### src/rtl/dtc_switch_gate.sv
module dtc_switch_gate #(
  parameter int W  = 16,
  parameter int HW = 8
) (
  input  logic                 clk,
  input  logic                 rst_n,
  input  logic                 sample_strobe,
  input  logic signed [W-1:0]  torque_ref,
  input  logic signed [W-1:0]  torque_est,
  input  logic signed [W-1:0]  torque_band,
  input  logic signed [W-1:0]  flux_ref,
  input  logic signed [W-1:0]  flux_mag,
  input  logic signed [W-1:0]  flux_band,
  input  logic signed [W-1:0]  flux_d,
  input  logic signed [W-1:0]  flux_q,
  input  logic [HW-1:0]        hold_samples,
  output logic [2:0]           legs
);
  localparam int PW = 2*W + 2;

  logic tq_q, fx_q, tq_n, fx_n;
  logic signed [W:0] t_e, t_lo, t_hi, f_e, f_lo, f_hi;

  assign t_e  = $signed({torque_est[W-1], torque_est});
  assign t_lo = $signed({torque_ref[W-1], torque_ref}) - $signed({torque_band[W-1], torque_band});
  assign t_hi = $signed({torque_ref[W-1], torque_ref}) + $signed({torque_band[W-1], torque_band});
  assign f_e  = $signed({flux_mag[W-1], flux_mag});
  assign f_lo = $signed({flux_ref[W-1], flux_ref}) - $signed({flux_band[W-1], flux_band});
  assign f_hi = $signed({flux_ref[W-1], flux_ref}) + $signed({flux_band[W-1], flux_band});

  assign tq_n = (t_e < t_lo) ? 1'b1 : (t_e > t_hi) ? 1'b0 : tq_q;
  assign fx_n = (f_e < f_lo) ? 1'b1 : (f_e > f_hi) ? 1'b0 : fx_q;

  logic [W-1:0]  ad, aq;
  logic [PW-1:0] q2, d3;
  logic          steep, upper;
  logic [2:0]    sector;

  assign ad    = flux_d[W-1] ? W'(-flux_d) : W'(flux_d);
  assign aq    = flux_q[W-1] ? W'(-flux_q) : W'(flux_q);
  assign q2    = PW'(aq) * PW'(aq);
  assign d3    = PW'(ad) * PW'(ad) * PW'(3);
  assign steep = q2 > d3;
  assign upper = !flux_q[W-1] && !((flux_q == '0) && flux_d[W-1]);

  always_comb begin
    if (upper) sector = steep ? 3'd1 : (flux_d[W-1] ? 3'd2 : 3'd0);
    else       sector = steep ? 3'd4 : (flux_d[W-1] ? 3'd3 : 3'd5);
  end

  function automatic logic [2:0] vec_at(input logic [2:0] s, input logic [2:0] step);
    logic [3:0] j;
    j = {1'b0, s} + {1'b0, step};
    if (j >= 4'd6) j = j - 4'd6;
    case (j[2:0])
      3'd0:    vec_at = 3'b100;
      3'd1:    vec_at = 3'b110;
      3'd2:    vec_at = 3'b010;
      3'd3:    vec_at = 3'b011;
      3'd4:    vec_at = 3'b001;
      default: vec_at = 3'b101;
    endcase
  endfunction

  logic [2:0] want;
  always_comb begin
    case ({tq_n, fx_n})
      2'b11:   want = vec_at(sector, 3'd1);
      2'b10:   want = vec_at(sector, 3'd2);
      2'b01:   want = vec_at(sector, 3'd5);
      default: want = sector[0] ? 3'b111 : 3'b000;
    endcase
  end

  logic [HW-1:0] reload;
  logic [HW-1:0] cnt [3];

  assign reload = (hold_samples == '0) ? '0 : hold_samples - HW'(1);

  always_ff @(posedge clk or negedge rst_n) begin
    if (!rst_n) begin
      tq_q <= 1'b0;
      fx_q <= 1'b0;
      legs <= 3'b000;
      for (int i = 0; i < 3; i++) cnt[i] <= '0;
    end else if (sample_strobe) begin
      tq_q <= tq_n;
      fx_q <= fx_n;
      for (int i = 0; i < 3; i++) begin
        if (want[i] != legs[i] && cnt[i] == '0) begin
          legs[i] <= want[i];
          cnt[i]  <= reload;
        end else if (cnt[i] != '0) begin
          cnt[i] <= cnt[i] - HW'(1);
        end
      end
    end
  end
endmodule

### config.mk
export PLATFORM = sky130hd
export DESIGN_NAME = dtc_switch_gate
export DESIGN_NICKNAME = d
export VERILOG_FILES = /design/src/rtl/dtc_switch_gate.sv
export SDC_FILE = /design/constraint.sdc
export NUM_CORES = 1
export LEC_CHECK = 0
export CORE_MARGIN = 2
export CORE_UTILIZATION = 62
export DETAILED_ROUTE_END_ITERATION = 16
export HOLD_SLACK_MARGIN = 0.15
export MAX_ROUTING_LAYER = met4
export PLACE_DENSITY = 0.91
export REMOVE_ABC_BUFFERS = 1
export SLEW_MARGIN = 40
export SYNTH_ARGS = -nofsm -noshare
export SYNTH_HDL_FRONTEND = slang
export SYNTH_SLANG_ARGS = --single-unit
### constraint.sdc
create_clock -name clk -period 3 [get_ports clk]
set_input_delay 0.75 -clock clk [delete_from_list [all_inputs] [get_ports clk]]
set_output_delay 0.75 -clock clk [all_outputs]
set_load 0.005 [all_outputs]
==> impl_metrics.ini, run 1 <==
[place]
pre_cts_ws_ns = -12.66
placed_cells = 3976
portBuffers = 141
dp_hpwl_um = 69600
gp_congestion = 1.00

[outcome]
outcome = aborted with a tool error
tool.error = [ERROR GRT-0116] Global routing finished with congestion. Check the congestion regions in the DRC Viewer.
lastStage = 5_1_grt

[logic_synthesis]
synth-edff-count = 0
synth.top_cell.area_share = 0.292
synth_flop_cell = dfrtp_1
synth_seq_cells = 29
postSynth.asyncResetShare = 1.00
synth_cell_types = 81
syn_area_per_cell_sq_um = 8.32
yosys_warnings = 0
synth_top_area_cell = fa_1
synth_area_leaders = fa_1, ha_1, inv_1, xnor2_1, nor2_1
syn_inst = 2718
yosysSeqAreaShare = 0.0321
syn_area_sq_um = 22600

[floorplan]
num_io_pins = 142
rows = 69
fp.dieW_um = 195
initial_core_util = 0.633
die_h_um = 195

[clock_network]
cts-root-buf = clkbuf_16
cts_made_buffers = 5
h-tree-depth = 2
clock_sinks = 29
hold_buffers = 0
cts_buffer_depth = 2

[grt]
grt_overflow = 1225
grt_pass1_wl_um = 252000
first_global_vias = 38078
grt_max_degree = 30
grt_use_total = 0.893
metal layers:
metal / track usage / GRT overflow
met5: - / -
met4: 0.938 / 249
met3: 0.743 / 31
met2: 1.07 / 920
met1: 0.825 / 25
logic make-up after synthesis:
logic type	Yosys count	synth area share
other cells	2	0.000332
simple gates	680	0.142
xor+xnor	168	0.0665
flops	29	0.0321
compound gates	508	0.145
buf+inv	598	0.0992
mux	8	0.00393
fa+ha+maj	725	0.511
cell usage after synthesis, drive strengths merged (8+ instances only):
master,number
o211ai,13
nand4,24
nor2,233
a21boi,12
xor2,49
a21o,51
ha,395
o21ai,104
nor2b,26
nand2,188
fa,330
o31ai,17
o21a,34
dfrtp,29
a31oi,14
nor3,47
xnor2,118
nand2b,32
a211oi,15
or3,20
or2,9
clkinv,13
nand3,36
and2,13
clkbuf,36
nor4,16
o21bai,36
and3,8
o41ai,8
inv,549
a21oi,152
stage by stage:
step	area, sq um	setup TNS, ns	utilization
2_1_floorplan	22600	-293.61	-
4_1_cts	31600	-286.28	0.884
3_3_place_gp	29600	-296.60	0.829
3_5_place_dp	29600	-333.02	0.829
timing repair:
| item | CTS |
|---|---|
| gates resized for setup | 342 |
| setup buffers | 118 |
| pin swaps | 208 |
| endpoints found under the setup margin | 29 |
==> run 2, diff against run 1 <==
- CORE_UTILIZATION: 62 -> 40
- HOLD_SLACK_MARGIN: 0.15 -> not set
- MAX_ROUTING_LAYER: met4 -> not set
- PLACE_DENSITY: 0.91 -> not set
- PLACE_DENSITY_LB_ADDON: not set -> 0.15
==> run 2 against run 1 <==
Net effect:
- the flow now finishes, with violations (negative setup slack)
- area after synthesis did not move
- synthesized cell count did not move
==> impl_metrics.ini, run 2 <==
[outcome]
outcome = finished with violations
violations = negative setup slack

[layout]
fillers = 5143
top_regs = cnt: 24 flops, legs: 3 flops
area_delta_synth_final_pct = 43.5
final_common_cell = buf_4
nets = 4535
largest_reg_flops = 24
n_antenna_cell = 0
fin_cells = 4427
top_register = cnt
final_cell_mix = buf_4, inv_1, ha_1
multi_input_area_sq_um = 20900
register_area_sq_um = 726
drive_gt1_frac = 0.296

[sta]
finalSetupViolations = 29
setup_slack_ns = -10.50
hold-worst-slack_ns = 0.528
maxSlewHeadroom = 0.532
layout_min_cycle_time_ns = 13.50
rsz0062_at_grt = yes
fin_crit_sh = 4.50
final-hold-violation-count = 0
drv_slew = 0
tightest_slew_ns = 0.697
max_freq_mhz = 74.1
skew_ns = 0.00282

[logic_synthesis]
synth_seq_cells = 29
syn_area_per_cell_sq_um = 8.32
yosysMostFrequentCell = inv_1
netlist_top_cells_count = inv_1, ha_1, fa_1, nor2_1, nand2_1
synth_flop_cell = dfrtp_1
yosys_warnings = 0
synth.top_cell.area_share = 0.292
syn_area_sq_um = 22600
postSynth.asyncResetShare = 1.00
synth_area_leaders = fa_1, ha_1, inv_1, xnor2_1, nor2_1
synth-edff-count = 0
synth_cell_types = 81
syn_inst = 2718
yosysSeqAreaShare = 0.0321
synth_top_area_cell = fa_1

[critical_path]
cp_data_arrival_time_ns = 13.69
start_kind = primary input
r2r_start = fx_q$_DFFE_PN0P_
critPathKind = primary input to flop
rr_worst_depth = 14
crit_path_frequent_cell = fa_1
cp_max_fo = 5
endpoint_kind = flop
ff2ff_setup_slack_ns = 0.42
max_stage_delay_ns = 0.61
r2r_end = cnt[22]$_DFFE_PN0P_
cpMaxStageDelayCell = fa_1
crit_required_ns = 3.19

[min_path]
holdCritPathClass = flop to flop
hp-start = cnt[16]$_DFFE_PN0P_
hold_depth = 1
hold_path_end = cnt[16]$_DFFE_PN0P_

[route]
wl_met2_um = 32700
routed.top_layer = met4
post_drt_wl_per_cell_um = 14.2
drc_errors = 0
drt-pass1-iter-count = 5
final_antenna_net_count = 0
finalWirelength_um = 62900
drt_iter0_drc = 738
drt-vias-per-instance = 4.93
met3_length_um = 2250
drt-met1-wl_um = 26900
vias = 21833

[floorplan]
die_h_um = 242
core_area_sq_um = 56200
fp.dieW_um = 242
initial_core_util = 0.403
num_io_pins = 142
dieArea_sq_um = 58500
rows = 87

[clock_network]
clk-insertion-delay-late_ns = 0.27
cts_made_buffers = 5
clock_sinks = 29
cts-root-buf = clkbuf_16
h-tree-depth = 2
cts_tree = done
path_clk_slew_ns = 0.05
cts_buffer_depth = 2
hold_buffers = 0

[place]
portBuffers = 141
dp_hpwl_um = 53500
gp_congestion = 0.899
placed_cells = 4304
pre_cts_ws_ns = -11.80

[grt]
grt_use_total = 0.215
grt_pass1_wl_um = 107000
grt_max_degree = 30
grt_antenna_before_repair = 0
grt_overflow = 0
first_global_vias = 23816

[flow_run]
max-cap-violations = 0
==> run 2: cell counts after synthesis <==
Identical to the previous run, type by type.
==> run 2: routing by layer <==
metal / vias to the layer above / GRT usage
met5: - / 0
met2: 379 / 0.405
met3: 73 / 0.0170
met4: 0 / 0.0354
li1: 10774 / -
met1: 10607 / 0.271
==> run 2: cell type report <==
| class | instances | area share |
|---|---|---|
| multi-input combinational | 2113 | 0.643 |
| timing repair buffer | 960 | 0.236 |
| inverter | 562 | 0.0655 |
| tap | 756 | 0.0291 |
| sequential | 29 | 0.0224 |
| clock buffer | 7 | 0.00439 |
==> run 2: stage by stage <==
stage,util,setup TNS [ns],cell area (sq um)
after floorplan,-,-293.61,22600
after global placement,0.538,-300.25,30200
after detailed placement,0.538,-310.36,30200
after CTS,0.565,-274.54,31700
after global routing,0.578,-297.21,32500
final,0.578,-278.76,32500
==> run 2: cells by family after synthesis <==
logic type	share of synthesized area
buf+inv	0.0992
flops	0.0321
xor+xnor	0.0665
simple gates	0.142
mux	0.00393
fa+ha+maj	0.511
other cells	0.000332
compound gates	0.145
==> run 2: how the worst max path moves through the flow <==
stage	from	endpoint	slack (ns)	cells after the start
global placement	flux_d[4]	cnt[0]$_DFFE_PN0P_	-11.44	70
CTS	flux_d[6]	cnt[0]$_DFFE_PN0P_	-10.53	67
finish	flux_d[6]	cnt[0]$_DFFE_PN0P_	-10.50	72
global route	flux_d[1]	cnt[0]$_DFFE_PN0P_	-11.19	77
floorplan	flux_d[0]	cnt[0]$_DFFE_PN0P_	-11.40	68
detailed placement	flux_d[4]	cnt[0]$_DFFE_PN0P_	-11.80	70
==> run 2: critical path, delay by kind of cell <==
kind	cells	cell delay [ns]
multiplexers	1	0.32
AND/OR/NAND/NOR	25	3.69
AO/OA/AOI/OAI	19	3.22
adder cells (fa/ha/maj)	10	3.55
XOR/XNOR	4	0.83
buffers and inverters	13	1.35
==> run 2: what timing repair did <==
item,4_1_cts,5_1_grt
gates cloned,1,0
gates resized for setup,294,122
setup endpoints to repair,29,29
pin swaps,198,92
buffers inserted,86,32
Power of run 2 is not shown: default switching activity piles up to over one toggle a cycle in this logic, so the estimate is an artifact.
==> run 3, diff against run 2 <==
- CAP_MARGIN: not set -> 20
- clock period: 3 -> 11 ns (I/O delays scaled with it)
==> run 3 against run 2 <==
Net effect:
- the flow still finishes with violations (negative setup slack)
- utilization down 3.8 points
- critical path depth down 4
- cell count down 5.1%
- register-to-register slack better by 7.9 ns
- routed wire length down 6.6%
- cell area down 6.5%
- non-clock buffer count down 227
- critical path type unchanged
- die area unchanged
- global-route usage down 1.1 points
- worst hold slack better by 0.0033 ns
- clock skew about the same
==> impl_metrics.ini, run 3 (synthesized netlist as in run 2, its figures left out) <==
[route]
drt_iter0_drc = 729
drt-vias-per-instance = 4.93
drt-pass1-iter-count = 5
finalWirelength_um = 58700
final_antenna_net_count = 0
drc_errors = 0
vias = 20695
post_drt_wl_per_cell_um = 14.0

[critical_path]
endpoint_kind = flop
rr_worst_depth = 10
max_stage_delay_ns = 0.57
start_kind = primary input
cp_num_buf_inv = 10
crit_path_frequent_cell = fa_1
worst-path-stages = 68
crit_family = adder cells
critPathKind = primary input to flop
crit_required_ns = 11.19
cpMaxStageDelayCell = fa_1
cp_max_fo = 4
cp_data_arrival_time_ns = 15.71

[floorplan]
initial_core_util = 0.403
num_io_pins = 142
dieArea_sq_um = 58500
rows = 87
die_h_um = 242
core_area_sq_um = 56200
fp.dieW_um = 242

[layout]
fillers = 5303
largest_reg_flops = 24
fin_cells = 4200
fin_area_sq_um = 30400
drive_gt1_frac = 0.225
top_register = cnt
area_delta_synth_final_pct = 34.2
final_common_cell = buf_4
final_cell_mix = buf_4, inv_1, ha_1
top_regs = cnt: 24 flops, legs: 3 flops
n_antenna_cell = 0
nets = 4307

[grt]
first_global_vias = 21875
grt_overflow = 0
grt_pass1_wl_um = 101000
grt_max_degree = 36
grt_use_total = 0.204
grt_antenna_before_repair = 0

[place]
postPlaceCellArea_sq_um = 29000
dp_hpwl_um = 51800
pre_cts_ws_ns = -5.81
placed_cells = 4146
portBuffers = 141
gp_congestion = 0.898

[flow_run]
max-cap-violations = 0

[clock_network]
cts-root-buf = clkbuf_16
clock_sinks = 29
path_clk_slew_ns = 0.05
cts_tree = done
clk-insertion-delay-late_ns = 0.28
cts_buffer_depth = 2
cts_made_buffers = 5
h-tree-depth = 2
hold_buffers = 0

[outcome]
outcome = finished with violations
violations = negative setup slack

[min_path]
holdCritPathClass = flop to flop
hold_depth = 1

[sta]
final-hold-violation-count = 0
skew_ns = 0.00322
layout_min_cycle_time_ns = 15.53
drv_slew = 0
setup_slack_ns = -4.53
rsz0062_at_grt = yes
tightest_slew_ns = 0.807
finalSetupViolations = 27
maxSlewHeadroom = 0.458
fin_crit_sh = 1.41
max_freq_mhz = 64.4
-- run 3: repair_timing --
action	4_1_cts	5_1_grt
setup endpoints to repair	27	27
resized for setup	127	97
setup buffers	26	23
pin swaps	93	87
gates cloned	1	0
-- run 3: cell type report --
class / count / area [sq um] / share of cell area
clock buffers: 7 / 153 / 0.00503
clock inverters: 1 / 5.00 / 0.000165
inverters: 562 / 2110 / 0.0696
multi-input cells: 2112 / 20500 / 0.674
flip-flops and latches: 29 / 726 / 0.0239
well taps: 756 / 946 / 0.0312
repair buffers: 733 / 5940 / 0.196
-- run 3: routing by layer --
layer,up-vias,part of all wire,global-route usage
li1,10305,-,-
met1,10027,0.44,0.270
met2,316,0.51,0.374
met3,47,0.034,0.0134
met4,0,0.0096,0.0240
met5,-,0,0
-- run 3: path summary, 6_finish.rpt --
kind / start / end / slack [ns]
worst max-delay path: flux_d[3] / cnt[5]$_DFFE_PN0P_ / -4.53
worst min-delay path: cnt[16]$_DFFE_PN0P_ / cnt[16]$_DFFE_PN0P_ / 0.53
worst max register to register: tq_q$_DFFE_PN0P_ / cnt[20]$_DFFE_PN0P_ / 8.29
worst min register to register: cnt[16]$_DFFE_PN0P_ / cnt[16]$_DFFE_PN0P_ / 0.53
max in group asynchronous: rst_n / fx_q$_DFFE_PN0P_ / 7.84
min in group asynchronous: rst_n / cnt[2]$_DFFE_PN0P_ / 2.86
-- run 3: per-stage QoR --
stage	setup TNS [ns]	hold slack, ns	utilization
after floorplan	-128.68	0.471	-
after global routing	-128.92	0.547	0.541
after global placement	-132.76	0.507	0.517
after detailed placement	-143.38	0.499	0.517
after CTS	-110.62	0.518	0.531
final	-112.94	0.531	0.541
Power of run 3 is left out for the same reason.
==> run 4, diff against run 3 <==
- CAP_MARGIN: 20 -> 25
==> results of run 4 <==
No change in the layout: final DEF, timing and power equal those of run 3.
Power of run 4 is left out for the same reason.
